[config.mk]
export PLATFORM = sky130hd
export DESIGN_NAME = tlb_inval_ctrl
export DESIGN_NICKNAME = d
export VERILOG_FILES = /design/src/rtl/tlbi_pkg.sv /design/src/rtl/tlbi_fa_bank.sv /design/src/rtl/tlbi_sa_bank.sv /design/src/rtl/tlbi_l1_bank.sv /design/src/rtl/tlb_inval_ctrl.sv
export SDC_FILE = /design/constraint.sdc
export NUM_CORES = 1
export LEC_CHECK = 0
export BUFFER_PORTS_ARGS = -buffer_cell sky130_fd_sc_hd__buf_2
export CAP_MARGIN = 20
export CORE_MARGIN = 2
export CORE_UTILIZATION = 44
export CTS_CLUSTER_SIZE = 20
export DETAILED_ROUTE_END_ITERATION = 6
export SYNTH_ARGS = -nofsm -noshare
export SYNTH_HDL_FRONTEND = slang
export SYNTH_SLANG_ARGS = --single-unit
[constraint.sdc]
create_clock -name clk -period 2.4 [get_ports clk]
set_clock_uncertainty 0.1 [all_clocks]
set_input_delay 0.12 -clock clk [delete_from_list [all_inputs] [get_ports clk]]
set_output_delay 0.12 -clock clk [all_outputs]
set_load 0.02 [all_outputs]
[src/rtl/tlbi_pkg.sv]
package tlbi_pkg;
    typedef enum logic [1:0] {
        ARR_FA = 2'd0,
        ARR_SA = 2'd1,
        ARR_L1 = 2'd2,
        ARR_NONE = 2'd3
    } arr_e;

    typedef enum logic {
        REQ_ADDR    = 1'b0,
        REQ_PRECISE = 1'b1
    } kind_e;
endpackage

[src/rtl/tlbi_fa_bank.sv]
module tlbi_fa_bank #(
    parameter int N     = 8,
    parameter int EPN_W = 16,
    parameter int SZ_W  = 2,
    localparam int LW   = $clog2(N)
) (
    input  logic             clk,
    input  logic             rst_n,
    input  logic             flash,
    input  logic             inv_addr,
    input  logic             inv_prec,
    input  logic [LW-1:0]    idx,
    input  logic [EPN_W-1:0] ea,
    input  logic             ld,
    input  logic [LW-1:0]    ld_idx,
    input  logic [EPN_W-1:0] ld_epn,
    input  logic [SZ_W-1:0]  ld_size,
    input  logic             ld_prot,
    output logic [N-1:0]     vld,
    output logic             hit_clr,
    output logic             sel_live,
    output logic [EPN_W-1:0] sel_epn,
    output logic [EPN_W-1:0] sel_mask
);
    typedef struct packed {
        logic [N-1:0]            vld;
        logic [N-1:0]            prot;
        logic [N-1:0][EPN_W-1:0] epn;
        logic [N-1:0][SZ_W-1:0]  sz;
    } fa_st_t;

    fa_st_t st_d, st_q;
    logic [N-1:0] kill;

    function automatic logic [EPN_W-1:0] size_mask(input logic [SZ_W-1:0] s);
        return {EPN_W{1'b1}} << (2 * s);
    endfunction

    for (genvar i = 0; i < N; i++) begin : g_match
        assign kill[i] = st_q.vld[i] && !st_q.prot[i]
                       && (((st_q.epn[i] ^ ea) & size_mask(st_q.sz[i])) == '0);
    end

    always_comb begin
        st_d = st_q;
        if (flash) begin
            st_d.vld = '0;
        end else if (inv_addr) begin
            st_d.vld = st_q.vld & ~kill;
        end else if (inv_prec) begin
            st_d.vld[idx] = 1'b0;
        end else if (ld) begin
            st_d.vld[ld_idx]  = 1'b1;
            st_d.prot[ld_idx] = ld_prot;
            st_d.epn[ld_idx]  = ld_epn;
            st_d.sz[ld_idx]   = ld_size;
        end
    end

    always_ff @(posedge clk) begin
        if (!rst_n) st_q <= '0;
        else        st_q <= st_d;
    end

    assign vld      = st_q.vld;
    assign hit_clr  = inv_addr && (|kill);
    assign sel_live = st_q.vld[idx];
    assign sel_epn  = st_q.epn[idx];
    assign sel_mask = size_mask(st_q.sz[idx]);


    prot_keep_chk: assert property (@(posedge clk) disable iff (!rst_n)
        (inv_addr && !flash) |=> ((st_q.vld & st_q.prot) == $past(st_q.vld & st_q.prot)));
endmodule

[src/rtl/tlbi_sa_bank.sv]
module tlbi_sa_bank #(
    parameter int SETS  = 4,
    parameter int WAYS  = 2,
    parameter int EPN_W = 16,
    localparam int N    = SETS * WAYS,
    localparam int SW   = $clog2(SETS),
    localparam int WW   = $clog2(WAYS),
    localparam int LW   = $clog2(N)
) (
    input  logic             clk,
    input  logic             rst_n,
    input  logic             flash,
    input  logic             inv_addr,
    input  logic             inv_prec,
    input  logic [LW-1:0]    idx,
    input  logic [EPN_W-1:0] ea,
    input  logic             ld,
    input  logic [WW-1:0]    ld_way,
    input  logic [EPN_W-1:0] ld_epn,
    output logic [N-1:0]     vld,
    output logic             hit_clr,
    output logic             sel_live,
    output logic [EPN_W-1:0] sel_epn
);
    typedef struct packed {
        logic [N-1:0]            vld;
        logic [N-1:0][EPN_W-1:0] epn;
    } sa_st_t;

    sa_st_t st_d, st_q;
    logic [N-1:0] kill;
    logic [LW-1:0] ld_slot;

    for (genvar i = 0; i < N; i++) begin : g_match
        localparam int SET_OF = i / WAYS;
        assign kill[i] = st_q.vld[i] && (st_q.epn[i] == ea)
                       && (ea[SW-1:0] == SET_OF[SW-1:0]);


        sa_other_keep_chk: assert property (@(posedge clk) disable iff (!rst_n)
            (inv_addr && !flash && st_q.vld[i] && (st_q.epn[i] != ea)) |=> st_q.vld[i]);
    end

    assign ld_slot = {ld_epn[SW-1:0], ld_way};

    always_comb begin
        st_d = st_q;
        if (flash) begin
            st_d.vld = '0;
        end else if (inv_addr) begin
            st_d.vld = st_q.vld & ~kill;
        end else if (inv_prec) begin
            st_d.vld[idx] = 1'b0;
        end else if (ld) begin
            st_d.vld[ld_slot] = 1'b1;
            st_d.epn[ld_slot] = ld_epn;
        end
    end

    always_ff @(posedge clk) begin
        if (!rst_n) st_q <= '0;
        else        st_q <= st_d;
    end

    assign vld      = st_q.vld;
    assign hit_clr  = inv_addr && (|kill);
    assign sel_live = st_q.vld[idx];
    assign sel_epn  = st_q.epn[idx];
endmodule

[src/rtl/tlbi_l1_bank.sv]
module tlbi_l1_bank #(
    parameter int N     = 4,
    parameter int EPN_W = 16,
    localparam int LW   = $clog2(N)
) (
    input  logic             clk,
    input  logic             rst_n,
    input  logic             flash,
    input  logic             kill,
    input  logic [EPN_W-1:0] kill_epn,
    input  logic [EPN_W-1:0] kill_mask,
    input  logic             prec,
    input  logic [LW-1:0]    idx,
    input  logic             ld,
    input  logic [LW-1:0]    ld_idx,
    input  logic [EPN_W-1:0] ld_epn,
    output logic [N-1:0]     vld
);
    typedef struct packed {
        logic [N-1:0]            vld;
        logic [N-1:0][EPN_W-1:0] epn;
    } l1_st_t;

    l1_st_t st_d, st_q;
    logic [N-1:0] hit;

    for (genvar i = 0; i < N; i++) begin : g_match
        assign hit[i] = ((st_q.epn[i] ^ kill_epn) & kill_mask) == '0;
    end

    always_comb begin
        st_d = st_q;
        if (flash) begin
            st_d.vld = '0;
        end else if (kill) begin
            st_d.vld = st_q.vld & ~hit;
        end else if (prec) begin
            st_d.vld[idx] = 1'b0;
        end else if (ld) begin
            st_d.vld[ld_idx] = 1'b1;
            st_d.epn[ld_idx] = ld_epn;
        end
    end

    always_ff @(posedge clk) begin
        if (!rst_n) st_q <= '0;
        else        st_q <= st_d;
    end

    assign vld = st_q.vld;


    l1_hold_chk: assert property (@(posedge clk) disable iff (!rst_n)
        (!flash && !kill && !prec && !ld) |=> (st_q.vld == $past(st_q.vld)));
endmodule

[src/rtl/tlb_inval_ctrl.sv]
module tlb_inval_ctrl
    import tlbi_pkg::*;
#(
    parameter int NFA     = 8,
    parameter int SA_SETS = 4,
    parameter int SA_WAYS = 2,
    parameter int NL1     = 4,
    parameter int EPN_W   = 16,
    parameter int SZ_W    = 2,
    localparam int NSA    = SA_SETS * SA_WAYS,
    localparam int NMAX   = (NFA > NSA) ? ((NFA > NL1) ? NFA : NL1) : ((NSA > NL1) ? NSA : NL1),
    localparam int IDX_W  = $clog2(NMAX)
) (
    input  logic             clk,
    input  logic             rst_n,
    input  logic             bcast_en,
    input  logic             ctl_wr,
    input  logic [1:0]       ctl_wdata,
    input  logic             req_valid,
    input  logic             req_kind,
    input  logic [1:0]       req_arr,
    input  logic [IDX_W-1:0] req_idx,
    input  logic [EPN_W-1:0] req_ea,
    input  logic             load_en,
    input  logic [1:0]       load_arr,
    input  logic [IDX_W-1:0] load_idx,
    input  logic [EPN_W-1:0] load_epn,
    input  logic [SZ_W-1:0]  load_size,
    input  logic             load_prot,
    output logic [NFA-1:0]   fa_valid,
    output logic [NSA-1:0]   sa_valid,
    output logic [NL1-1:0]   l1_valid,
    output logic [1:0]       flash_pend,
    output logic             bcast,
    output logic [EPN_W-1:0] bcast_ea
);
    localparam int FA_LW = $clog2(NFA);
    localparam int SA_LW = $clog2(NSA);
    localparam int SA_WW = $clog2(SA_WAYS);
    localparam int L1_LW = $clog2(NL1);

    typedef struct packed {
        logic [1:0]       pend;
        logic             bc;
        logic [EPN_W-1:0] bc_ea;
    } ctl_st_t;

    ctl_st_t ctl_d, ctl_q;

    kind_e kind;
    arr_e  rarr, larr;
    logic  flash_go, req_go, ld_go, addr_go, prec_go;
    logic  fa_prec, sa_prec, l1_prec;
    logic  fa_ld, sa_ld, l1_ld;
    logic  fa_hit, sa_hit, fa_live, sa_live;
    logic  [EPN_W-1:0] fa_sel_epn, fa_sel_mask, sa_sel_epn;
    logic  l1_kill;
    logic  [EPN_W-1:0] l1_kill_epn, l1_kill_mask;

    assign kind = kind_e'(req_kind);
    assign rarr = arr_e'(req_arr);
    assign larr = arr_e'(load_arr);

    assign flash_go = |ctl_q.pend;
    assign req_go   = req_valid && !flash_go;
    assign ld_go    = load_en && !req_valid && !flash_go;
    assign addr_go  = req_go && (kind == REQ_ADDR);
    assign prec_go  = req_go && (kind == REQ_PRECISE);

    assign fa_prec = prec_go && (rarr == ARR_FA);
    assign sa_prec = prec_go && (rarr == ARR_SA);
    assign l1_prec = prec_go && (rarr == ARR_L1);
    assign fa_ld   = ld_go && (larr == ARR_FA);
    assign sa_ld   = ld_go && (larr == ARR_SA);
    assign l1_ld   = ld_go && (larr == ARR_L1);

    tlbi_fa_bank #(.N(NFA), .EPN_W(EPN_W), .SZ_W(SZ_W)) u_fa (
        .clk      (clk),
        .rst_n    (rst_n),
        .flash    (ctl_q.pend[0]),
        .inv_addr (addr_go),
        .inv_prec (fa_prec),
        .idx      (req_idx[FA_LW-1:0]),
        .ea       (req_ea),
        .ld       (fa_ld),
        .ld_idx   (load_idx[FA_LW-1:0]),
        .ld_epn   (load_epn),
        .ld_size  (load_size),
        .ld_prot  (load_prot),
        .vld      (fa_valid),
        .hit_clr  (fa_hit),
        .sel_live (fa_live),
        .sel_epn  (fa_sel_epn),
        .sel_mask (fa_sel_mask)
    );

    tlbi_sa_bank #(.SETS(SA_SETS), .WAYS(SA_WAYS), .EPN_W(EPN_W)) u_sa (
        .clk      (clk),
        .rst_n    (rst_n),
        .flash    (ctl_q.pend[1]),
        .inv_addr (addr_go),
        .inv_prec (sa_prec),
        .idx      (req_idx[SA_LW-1:0]),
        .ea       (req_ea),
        .ld       (sa_ld),
        .ld_way   (load_idx[SA_WW-1:0]),
        .ld_epn   (load_epn),
        .vld      (sa_valid),
        .hit_clr  (sa_hit),
        .sel_live (sa_live),
        .sel_epn  (sa_sel_epn)
    );

    always_comb begin
        if (addr_go) begin
            l1_kill      = fa_hit || sa_hit;
            l1_kill_epn  = req_ea;
            l1_kill_mask = '1;
        end else if (fa_prec) begin
            l1_kill      = fa_live;
            l1_kill_epn  = fa_sel_epn;
            l1_kill_mask = fa_sel_mask;
        end else begin
            l1_kill      = sa_prec && sa_live;
            l1_kill_epn  = sa_sel_epn;
            l1_kill_mask = '1;
        end
    end

    tlbi_l1_bank #(.N(NL1), .EPN_W(EPN_W)) u_l1 (
        .clk       (clk),
        .rst_n     (rst_n),
        .flash     (flash_go),
        .kill      (l1_kill),
        .kill_epn  (l1_kill_epn),
        .kill_mask (l1_kill_mask),
        .prec      (l1_prec),
        .idx       (req_idx[L1_LW-1:0]),
        .ld        (l1_ld),
        .ld_idx    (load_idx[L1_LW-1:0]),
        .ld_epn    (load_epn),
        .vld       (l1_valid)
    );

    always_comb begin
        ctl_d.pend  = ctl_wr ? ctl_wdata : 2'b00;
        ctl_d.bc    = addr_go && bcast_en;
        ctl_d.bc_ea = (addr_go && bcast_en) ? req_ea : '0;
    end

    always_ff @(posedge clk) begin
        if (!rst_n) ctl_q <= '0;
        else        ctl_q <= ctl_d;
    end

    assign flash_pend = ctl_q.pend;
    assign bcast      = ctl_q.bc;
    assign bcast_ea   = ctl_q.bc_ea;


    bcast_fire_chk: assert property (@(posedge clk) disable iff (!rst_n)
        (req_valid && !req_kind && bcast_en && (flash_pend == 2'b00))
        |=> (bcast && (bcast_ea == $past(req_ea))));


    bcast_quiet_chk: assert property (@(posedge clk) disable iff (!rst_n)
        !(req_valid && !req_kind) |=> !bcast);


    flash_selfclr_chk: assert property (@(posedge clk) disable iff (!rst_n)
        ((|flash_pend) && !ctl_wr) |=> (flash_pend == 2'b00));


    flash_fa_empty_chk: assert property (@(posedge clk) disable iff (!rst_n)
        flash_pend[0] |=> (fa_valid == '0));


    flash_l1_empty_chk: assert property (@(posedge clk) disable iff (!rst_n)
        (|flash_pend) |=> (l1_valid == '0));
endmodule

==> flow_summary.json <==
{
  "crit_type": "reg2reg",
  "holdCritPathClass": "in2reg",
  "clkSinkCount": 383,
  "yosysWarnings": 0,
  "drc_errors": 0,
  "via_per_inst": 5.83,
  "die_area_sq_um": 50400,
  "die_height_um": 225,
  "cts_root_buf": "clkbuf_16",
  "worstMarginPinSlew_ns": 1.06,
  "leakage_nw": 10.7,
  "drv_cap": 0,
  "clock_latency_ns": 0.60,
  "fp-row-count": 80,
  "hold_violations": 0,
  "pre_cts_slack_ns": -0.748,
  "antenna_found_initial": 0,
  "hold_slack_ns": 0.0279,
  "htreeDepth": 2,
  "cellPowerDensity_nw_per_um2": 544,
  "drtIter0Drc": 2483,
  "first_global_vias": 21000,
  "drt-met1-wl_um": 37400,
  "cts_tree": "yes",
  "synth_top_cell_by_area": "dfxtp_1",
  "core_region_area_sq_um": 47800,
  "syn_nets": 2619,
  "violations": "negative setup slack",
  "syn_to_final_growth_pct": 34.0,
  "dp_hpwl_um": 67800,
  "worst_setup_path_end_kind": "flip-flop",
  "clk_path_buf_depth": 3,
  "die_x_um": 225,
  "num_vias": 21600,
  "critPathLaunchType": "flip-flop",
  "clk_pin_slew_ns": 0.06,
  "gp_congestion": 1.00,
  "netlist.area_leader.share": 0.358,
  "synthTopCellsByArea": "dfxtp_1 (36%), nand2_1 (13%), a21boi_0 (12%)",
  "dr_wl_met3_um": 6230,
  "wirelength_um": 93500,
  "synthDistinctLibCells": 84,
  "antenna_left": 0,
  "path_max_fanout": 5,
  "diodes": 0,
  "highest_layer": "met4",
  "final_core_util": 0.599,
  "drive_gt1_frac": 0.275,
  "grtUsageTotal": 0.365,
  "ys_ff_latch": 383,
  "syn_area_sq_um": 21400,
  "cts_made_buffers": 45,
  "final-setup-viol-count": 77,
  "synth_cells": 2565,
  "io_buffers": 92,
  "yosysSeqAreaShare": 0.358,
  "start_util": 0.447,
  "peakVddDrop_uv": 540,
  "rsz0062_at_grt": "true",
  "synth_ff_type": "dfxtp_1",
  "ioPinCount": 93,
  "cp_data_required_time_ns": 2.78,
  "status": "finished, violations left",
  "grt_pass1_wl_um": 136000,
  "relSlewSlack": 0.293,
  "synth_area_per_cell_sq_um": 8.34,
  "cp.arrival_ns": 3.24,
  "firstDrtPassIters": 6,
  "postLayoutSetupSlackWorst_ns": -0.463,
  "final_nets": 3111,
  "async_flop_share": 0,
  "dr_wl_met2_um": 43500,
  "overflow": 0,
  "grt_max_degree": 180,
  "max_freq_mhz": 349,
  "maxSlewViolCount": 0,
  "min_period_ns": 2.86,
  "synth_edf_count": 0,
  "wl_per_cell_um": 25.2,
  "min_period_over_period": 1.19
}
## kinds of logic (layout without fill, tap and decap cells)
logic type / after synthesis / in the layout / synth area share
AO/OA/AOI/OAI: 545 / 545 / 0.191
AND/OR/NAND/NOR: 1002 / 1003 / 0.205
XOR/XNOR: 270 / 270 / 0.111
buffers and inverters: 242 / 768 / 0.0571
flip-flops: 383 / 383 / 0.358
multiplexers: 123 / 123 / 0.0779
## path summary, 6_finish.rpt
kind,startpoint,endpoint,slack [ns],depth (start not counted)
hold reg to reg,flip-flop,flip-flop,0.38,2
setup reg to reg,flash_pend[1],u_l1.vld[2],-0.46,12
setup / recovery,flash_pend[1],u_l1.vld[2],-0.46,12
hold / removal,load_epn[13],flip-flop,0.03,3
## layout make-up
type                       instances  area, sq um
fill                            4264        19200
multi-input combinational       1941        13000
sequential                       383         7670
timing repair buffer             667         5680
clock buffer                      71         1350
tap                              615          769
clock inverter                    11          136
inverter                          19         71.3
## per-layer routing
metal / vias up / track usage
met3: 309 / 0.0482
met5: - / 0
li1: 9739 / -
met1: 10500 / 0.454
met4: 0 / 0.208
met2: 1035 / 0.608
## what timing repair did
action	CTS	global route
hold buffers	26	0
buffers inserted	15	8
cloned	1	2
setup endpoints to repair	231	250
gates resized for setup	74	105
pin swaps	28	21
endpoints found under the hold margin	198	0
## cells in the final DEF (no fill, tap or decap), drive strengths merged, types with 4 or more instances in the layout
master       netlist  layout
nand2b            13      13
inv               19      20
o221ai            14      14
o22ai             16      16
xnor2            254     254
nor3              21      21
buf               84     638
mux4              32      32
nand2            718     719
dlygate4sd3        0      26
or2                6       6
or3               11      11
and2              20      20
clkbuf           139      74
nor2              47      47
dfxtp            383     383
o211ai             6       6
o21ai             29      29
nor2b             22      22
a22oi             44      44
a22o              10      10
a21boi           329     329
a211oi             4       4
and3              17      17
a2111oi            4       4
a221oi             5       5
nand3             27      27
nor4              28      28
a41oi              4       4
nor4bb             5       5
mux2i             78      78
clkinv             0       6
nand4             53      53
xor2              16      16
o21a              11      11
mux2              13      13
a21oi             39      39
## Yosys cell counts (5+ instances only)
cell      instances
nand2_1         718
clkbuf_1        139
mux2i_1          78
or3_1            10
o22ai_1          15
inv_1            19
xor2_1           16
mux2_2           11
a21oi_1          35
o211ai_1          6
nand4_1          53
buf_2            38
o21ai_0          26
a22oi_1          43
nand2b_1         13
nor2b_1          22
buf_8             5
xnor2_1         254
nor4bb_1          5
nand3_1          27
o21a_1           11
and2_1           19
buf_4            25
o221ai_1         11
a22o_1           10
buf_6             9
nor2_1           46
and3_1           17
dfxtp_1         383
a21boi_0        329
mux4_2           29
nor3_1           19
nor4_1           28
## worst max-delay path: stages, from the launching register on
cell and delay, ns:
dfxtp_4 0.34, buf_6 0.12, nor4b_4 0.27, buf_6 0.20, nand2_8 0.11, a21oi_4 0.27, nor3_2 0.10, buf_4 0.16
a221o_1 0.35, nor4b_2 0.26, nand4_1 0.14, o211ai_1 0.20, o211ai_1 0.10
## where the power goes
group / switching (mW) / total (mW) / internal [mW]
Sequential: 0.0246 / 6.41 / 6.39
Clock: 2.87 / 7.03 / 4.16
Combinational: 1.21 / 2.14 / 0.930
## metrics by stage
step           TNS (ns)  std cells  power [mW]  cell area, sq um
2_1_floorplan    -0.399       2565        7.61             21500
3_3_place_gp     -27.22       3575        8.51             26300
3_5_place_dp     -31.34       3575        8.51             26300
4_1_cts           -4.99       3697        15.6             28400
5_1_grt          -13.00       3707        16.0             28700
6_report          -4.64       3707        15.6             28700
(Power assumes the default switching activity.)
